===== src/rtl/lcd_tg_pkg.sv =====
package lcd_tg_pkg;
   typedef enum logic [1:0] {
      PH_SYNC  = 2'd0,
      PH_BACK  = 2'd1,
      PH_ACT   = 2'd2,
      PH_FRONT = 2'd3
   } tg_phase_e;

   localparam logic [1:0] TG_RUN_CODE = 2'b11;
endpackage


===== src/rtl/lcd_tg_axis.sv =====
module lcd_tg_axis
   import lcd_tg_pkg::*;
#(
   parameter int CW = 12
) (
   input  logic          clk,
   input  logic          rst_n,
   input  logic          run,
   input  logic          step,
   input  logic          load,
   input  logic [CW-1:0] sync_len,
   input  logic [CW-1:0] back_len,
   input  logic [CW-1:0] act_len,
   input  logic [CW-1:0] front_len,
   output logic [CW+1:0] cnt,
   output logic          last,
   output tg_phase_e     phase,
   output logic [CW-1:0] act_off,
   output logic [CW-1:0] act_len_q
);
   localparam int PW = CW + 2;

   logic [CW-1:0] sync_q, back_q, front_q;
   logic [PW-1:0] act_start, act_end, total;

   always_ff @(posedge clk or negedge rst_n) begin
      if (!rst_n) begin
         sync_q    <= '0;
         back_q    <= '0;
         act_len_q <= '0;
         front_q   <= '0;
      end else if (load) begin
         sync_q    <= sync_len;
         back_q    <= back_len;
         act_len_q <= act_len;
         front_q   <= front_len;
      end
   end

   assign act_start = PW'(sync_q) + PW'(back_q);
   assign act_end   = act_start + PW'(act_len_q);
   assign total     = act_end + PW'(front_q);
   assign last      = (cnt == total - PW'(1));

   always_ff @(posedge clk or negedge rst_n) begin
      if (!rst_n)       cnt <= '0;
      else if (!run)    cnt <= '0;
      else if (step)    cnt <= last ? '0 : cnt + PW'(1);
   end

   always_comb begin
      if (cnt < PW'(sync_q))   phase = PH_SYNC;
      else if (cnt < act_start) phase = PH_BACK;
      else if (cnt < act_end)   phase = PH_ACT;
      else                      phase = PH_FRONT;
   end

   assign act_off = CW'(cnt - act_start);

   AST_IDLE_CLEAR: assert property (@(posedge clk) disable iff (!rst_n)
      !run |=> (cnt == '0));
   AST_WRAP_TO_ZERO: assert property (@(posedge clk) disable iff (!rst_n)
      (run && step && last) |=> (cnt == '0));
endmodule


===== src/rtl/lcd_tg_window.sv =====
module lcd_tg_window
   import lcd_tg_pkg::*;
#(
   parameter int CW = 12
) (
   input  logic          clk,
   input  logic          rst_n,
   input  logic          run,
   input  tg_phase_e     hphase,
   input  tg_phase_e     vphase,
   input  logic [CW-1:0] hoff,
   input  logic [CW-1:0] voff,
   input  logic [CW-1:0] hlen,
   input  logic [CW-1:0] vlen,
   input  logic [CW-1:0] xs,
   input  logic [CW-1:0] ys,
   input  logic [CW-1:0] xsc,
   output logic          de,
   output logic [CW-1:0] px,
   output logic [CW-1:0] py
);
   logic [CW-1:0] xrel, yrel;
   logic          x_in, y_in;

   assign xrel = hoff - xs;
   assign yrel = voff - ys;
   assign x_in = (hphase == PH_ACT) && (hoff >= xs) && (xrel < xsc) && (hoff < hlen);
   assign y_in = (vphase == PH_ACT) && (voff >= ys) && (yrel < vlen);
   assign de   = run && x_in && y_in;
   assign px   = de ? xrel : '0;
   assign py   = de ? yrel : '0;

   AST_DE_INSIDE_ACTIVE: assert property (@(posedge clk) disable iff (!rst_n)
      de |-> (hphase == PH_ACT && vphase == PH_ACT));
   AST_PIX_ZERO_OUTSIDE: assert property (@(posedge clk) disable iff (!rst_n)
      !de |-> (px == '0 && py == '0));
endmodule


===== src/rtl/lcd_timing_gen.sv =====
module lcd_timing_gen
   import lcd_tg_pkg::*;
#(
   parameter int CW        = 12,
   parameter bit SYNC_HIGH = 1'b1
) (
   input  logic          clk,
   input  logic          rst_n,
   input  logic [1:0]    cfg_enable,
   input  logic [CW-1:0] h_sync_len,
   input  logic [CW-1:0] h_back_len,
   input  logic [CW-1:0] h_act_len,
   input  logic [CW-1:0] h_front_len,
   input  logic [CW-1:0] v_sync_len,
   input  logic [CW-1:0] v_back_len,
   input  logic [CW-1:0] v_act_len,
   input  logic [CW-1:0] v_front_len,
   input  logic [CW-1:0] x_shift,
   input  logic [CW-1:0] y_shift,
   input  logic [CW-1:0] x_scaled,
   output logic          hsync,
   output logic          vsync,
   output logic          de,
   output logic [CW-1:0] pix_x,
   output logic [CW-1:0] pix_y,
   output logic [CW+1:0] hpos,
   output logic [CW+1:0] vpos,
   output logic          frame_irq
);
   localparam int PW = CW + 2;

   generate
      if (CW < 4 || CW > 16) begin : g_bad_cw
         $error("lcd_timing_gen: CW must lie in 4..16");
      end
   endgenerate

   logic          armed_q, run_eff, load;
   logic          h_last, v_last;
   tg_phase_e     h_ph, v_ph;
   logic [CW-1:0] h_off, v_off, h_len_q, v_len_q;
   logic [CW-1:0] xs_q, ys_q, xsc_q;
   logic          hs_raw, vs_raw;

   always_ff @(posedge clk or negedge rst_n) begin
      if (!rst_n) armed_q <= 1'b0;
      else        armed_q <= (cfg_enable == TG_RUN_CODE);
   end

   assign run_eff = (cfg_enable == TG_RUN_CODE) && armed_q;
   assign load    = !run_eff || (h_last && v_last);

   always_ff @(posedge clk or negedge rst_n) begin
      if (!rst_n) begin
         xs_q  <= '0;
         ys_q  <= '0;
         xsc_q <= '0;
      end else if (load) begin
         xs_q  <= x_shift;
         ys_q  <= y_shift;
         xsc_q <= x_scaled;
      end
   end

   lcd_tg_axis #(.CW(CW)) u_hax (
      .clk(clk), .rst_n(rst_n), .run(run_eff), .step(1'b1), .load(load),
      .sync_len(h_sync_len), .back_len(h_back_len),
      .act_len(h_act_len), .front_len(h_front_len),
      .cnt(hpos), .last(h_last), .phase(h_ph), .act_off(h_off), .act_len_q(h_len_q)
   );

   lcd_tg_axis #(.CW(CW)) u_vax (
      .clk(clk), .rst_n(rst_n), .run(run_eff), .step(h_last), .load(load),
      .sync_len(v_sync_len), .back_len(v_back_len),
      .act_len(v_act_len), .front_len(v_front_len),
      .cnt(vpos), .last(v_last), .phase(v_ph), .act_off(v_off), .act_len_q(v_len_q)
   );

   lcd_tg_window #(.CW(CW)) u_win (
      .clk(clk), .rst_n(rst_n), .run(run_eff),
      .hphase(h_ph), .vphase(v_ph), .hoff(h_off), .voff(v_off),
      .hlen(h_len_q), .vlen(v_len_q),
      .xs(xs_q), .ys(ys_q), .xsc(xsc_q),
      .de(de), .px(pix_x), .py(pix_y)
   );

   assign hs_raw    = run_eff && (h_ph == PH_SYNC);
   assign vs_raw    = run_eff && (v_ph == PH_SYNC);
   assign frame_irq = run_eff && (hpos == PW'(0)) && (vpos == PW'(0));

   generate
      if (SYNC_HIGH) begin : g_pol_high
         assign hsync = hs_raw;
         assign vsync = vs_raw;
      end else begin : g_pol_low
         assign hsync = !hs_raw;
         assign vsync = !vs_raw;
      end
   endgenerate

   AST_IRQ_AT_ORIGIN: assert property (@(posedge clk) disable iff (!rst_n)
      frame_irq |-> (vs_raw && hpos == PW'(0)));
   AST_IRQ_SINGLE: assert property (@(posedge clk) disable iff (!rst_n)
      (frame_irq && !h_last) |=> !frame_irq);
   AST_SHADOW_HOLD: assert property (@(posedge clk) disable iff (!rst_n)
      (run_eff && !(h_last && v_last)) |=> ($stable(xs_q) && $stable(xsc_q)));
   AST_IDLE_QUIET: assert property (@(posedge clk) disable iff (!rst_n)
      !run_eff |-> (!de && !frame_irq && !hs_raw && !vs_raw));
endmodule


===== config.mk =====
export PLATFORM = sky130hd
export DESIGN_NAME = lcd_timing_gen
export DESIGN_NICKNAME = d
export VERILOG_FILES = /design/src/rtl/lcd_tg_pkg.sv /design/src/rtl/lcd_tg_axis.sv /design/src/rtl/lcd_tg_window.sv /design/src/rtl/lcd_timing_gen.sv
export SDC_FILE = /design/constraint.sdc
export NUM_CORES = 1
export LEC_CHECK = 0
export BUFFER_PORTS_ARGS = -buffer_cell sky130_fd_sc_hd__buf_2
export CORE_UTILIZATION = 60
export DETAILED_ROUTE_END_ITERATION = 16
export PLACE_DENSITY = 0.8
export SLEW_MARGIN = 20
export SYNTH_ARGS = -nofsm -noshare
export SYNTH_HDL_FRONTEND = slang
export SYNTH_SLANG_ARGS = --single-unit

===== constraint.sdc =====
create_clock -name clk -period 7.8 [get_ports clk]
set_input_delay 1.17 -clock clk [delete_from_list [all_inputs] [get_ports clk]]
set_output_delay 1.17 -clock clk [all_outputs]
set_load 0.01 [all_outputs]

==> impl_metrics.json <==
{
  "drc": 0,
  "die_area_sq_mm": 0.0260,
  "cts_inserted_buffers": 17,
  "start_util": 0.618,
  "vias": 13000,
  "hp-class": "flip-flop to flip-flop",
  "ys_top_cells_by_count": "ha_1, inv_1, dfrtp_1, nor2_1, mux2_4",
  "die_y_um": 161,
  "synth_top_area_cell": "dfrtp_1",
  "coreArea_sq_mm": 0.0246,
  "clock_path_buffers": 2,
  "cts_sinks": 161,
  "area_growth_pct": 18.1,
  "hold_violations": 0,
  "yosysMostFrequentCell": "ha_1",
  "reg.largest.list": "u_hax.cnt: 14 flops, u_vax.cnt: 14 flops",
  "yosysWarnings": 0,
  "crit_required_ps": 6630,
  "setup_viol": 25,
  "holdWs_ps": 511,
  "p_leak_uw": 0.00924,
  "ioPinCount": 192,
  "tns_ps": -10120,
  "synth_top_cell_area_share": 0.265,
  "fin_cells": 2168,
  "gp_congestion": 0.954,
  "timing.final.ws_setup_ps": -487,
  "via_per_inst": 6.00,
  "synth_seq_area_share": 0.265,
  "grt_pass1_wl_mm": 63.5,
  "syn_nets": 1982,
  "period_minus_slack_ps": 8290,
  "tightest_slew_ps": 1030,
  "postRouteAntennaNets": 0,
  "ys_ff_latch": 161,
  "antenna_found_initial": 0,
  "slew_violations": 0,
  "path_common_cell": "o2111ai_1",
  "grt_overflow": 0,
  "io_buffer_count": 191,
  "synth.avg_cell_area_sq_um": 9.47,
  "htree_levels": 4,
  "synthArstFlopShare": 1.00,
  "cp_max_fo": 7,
  "grt_pass1_vias": 12800,
  "grt_max_degree": 96,
  "drv_cap": 0,
  "drtIter0Drc": 966,
  "slew_headroom": 0.315,
  "dp_hpwl_mm": 29.6,
  "critPathSlowestCell": "dfrtp_1",
  "rsz0062_at_grt": "yes",
  "fmax_mhz": 121,
  "routedWlPerCell_um": 19.4,
  "synth.cell_area_sq_mm": 0.0152,
  "cts_root_buffer": "clkbuf_16",
  "violations": "negative setup slack",
  "synth_area_leaders": "dfrtp_1, ha_1, mux2_4",
  "powerDensity_mw_per_mm2": 274,
  "cp.arrival_ps": 7120,
  "cts_tree": "built",
  "fin_util": 0.730,
  "synth_enable_flop_cells": 0,
  "n_antenna_cell": 0,
  "status": "complete, but fails checks",
  "routed_wl_mm": 42.0,
  "synthDistinctLibCells": 74,
  "num_rows": 57,
  "grt_usage": 0.310,
  "clk_pin_slew_ps": 80,
  "synthCells": 1605,
  "worstSetupEndpointType": "output pin",
  "worstSetupPathType": "flip-flop to output pin",
  "ir_drop_mv": 0.168,
  "first_pass_iters": 6,
  "dieWidth_um": 161,
  "clk_latency_ps": 450,
  "drive_gt1_frac": 0.285,
  "finClkSkew_ps": 10.6,
  "period_share": 1.06,
  "nNetsFinal": 2208,
  "dp_cells": 2101,
  "slowest_delay_ps": 400,
  "ys.flop_type": "dfrtp_1",
  "startpoint_type": "flip-flop",
  "fillCellCount": 1720
}
## power by group
group,switching (uW),internal [uW]
clock network,420,435
registers,36.8,879
logic,1760,1380
total,2220,2700
## worst max-delay path, delay by kind of cell (launching register included)
family | cells | cell delay, ps
buffers and inverters | 5 | 680
AOI/OAI and AO/OA | 11 | 2060
adders and majority gates | 5 | 1300
DFF | 1 | 400
and+or+nand+nor | 10 | 1590
xor gates and xnor gates | 3 | 630
## cell type report
type	instances	area (sq um)	share of cell area
multi-input cells	1184	10600	0.593
flip-flops and latches	161	4030	0.224
inverters	221	830	0.0462
repair buffers	246	1460	0.0812
clock buffers	18	439	0.0245
well taps	324	405	0.0226
clock inverters	14	141	0.00788
## per-layer routing
metal / share of wire / track usage / routed length, um / vias up
met1: 0.43 / 0.403 / 17900 / 6189
met2: 0.46 / 0.496 / 19200 / 619
met4: 0.039 / 0.139 / 1650 / 0
met5: 0 / 0 / 0 / -
li1: - / - / - / 6074
met3: 0.077 / 0.0660 / 3230 / 135
## kinds of logic after synthesis
| kind of cell | count (synthesis) | synth area share |
|---|---|---|
| AOI/OAI and AO/OA | 278 | 0.127 |
| adders and majority gates | 241 | 0.203 |
| and+or+nand+nor | 401 | 0.135 |
| DFF | 161 | 0.265 |
| muxes | 133 | 0.118 |
| buffers and inverters | 260 | 0.0751 |
| xor gates and xnor gates | 131 | 0.0765 |
## what timing repair did
item,4_1_cts,5_1_grt
hold buffers,0,0
cloned,2,1
resized for setup,53,81
endpoints found under the setup margin,25,25
setup buffers,16,16
pin swaps,21,47
## placed cells by master, fill, tap and decap left out, types with 12 or more instances in the layout
| cell type | synthesis | routed |
|---|---|---|
| inv_1 | 221 | 215 |
| ha_1 | 231 | 215 |
| buf_2 | 9 | 190 |
| dfrtp_1 | 161 | 161 |
| nor2_1 | 96 | 93 |
| mux2_4 | 80 | 80 |
| nand3_1 | 66 | 66 |
| xnor2_1 | 76 | 63 |
| nand2_1 | 60 | 60 |
| a21oi_1 | 67 | 58 |
| mux2_2 | 52 | 52 |
| xor2_1 | 53 | 51 |
| a21o_1 | 47 | 47 |
| buf_4 | 0 | 47 |
| nor3_1 | 43 | 37 |
| o21ai_0 | 45 | 32 |
| nand4_1 | 28 | 28 |
| nor2b_1 | 25 | 20 |
| clkbuf_16 | 0 | 19 |
| o21bai_1 | 18 | 18 |
| nand2b_1 | 17 | 17 |
| and3_1 | 17 | 17 |
| o21a_1 | 17 | 16 |
| xnor2_2 | 2 | 14 |
| a21oi_2 | 4 | 12 |
## worst paths after layout
| kind | from | end | slack, ps | cells past startpoint |
|---|---|---|---|---|
| setup / recovery | u_hax.sync_q[0]$_DFFE_PN0P_ | pix_x[3] | -490 | 34 |
| hold / removal | xs_q[3]$_DFFE_PN0P_ | xs_q[3]$_DFFE_PN0P_ | 510 | 1 |
| setup reg to reg | u_hax.sync_q[0]$_DFFE_PN0P_ | u_vax.act_len_q[11]$_DFFE_PN0P_ | 890 | 30 |
| hold reg to reg | xs_q[3]$_DFFE_PN0P_ | xs_q[3]$_DFFE_PN0P_ | 510 | 1 |
| max in group asynchronous | rst_n | u_vax.act_len_q[0]$_DFFE_PN0P_ | 5610 | 2 |
| min in group asynchronous | rst_n | u_hax.back_q[2]$_DFFE_PN0P_ | 790 | 1 |
## per-stage QoR
step,area (sq um),total power (uW),setup WS [ps]
after floorplan,15200,3130,594
after global placement,16400,3630,93.8
after detailed placement,16400,3710,-101
after CTS,17400,4670,-107
after global routing,17900,5260,-649
final,17900,4920,-487
Note: power is estimated with default switching activity, not from simulation.
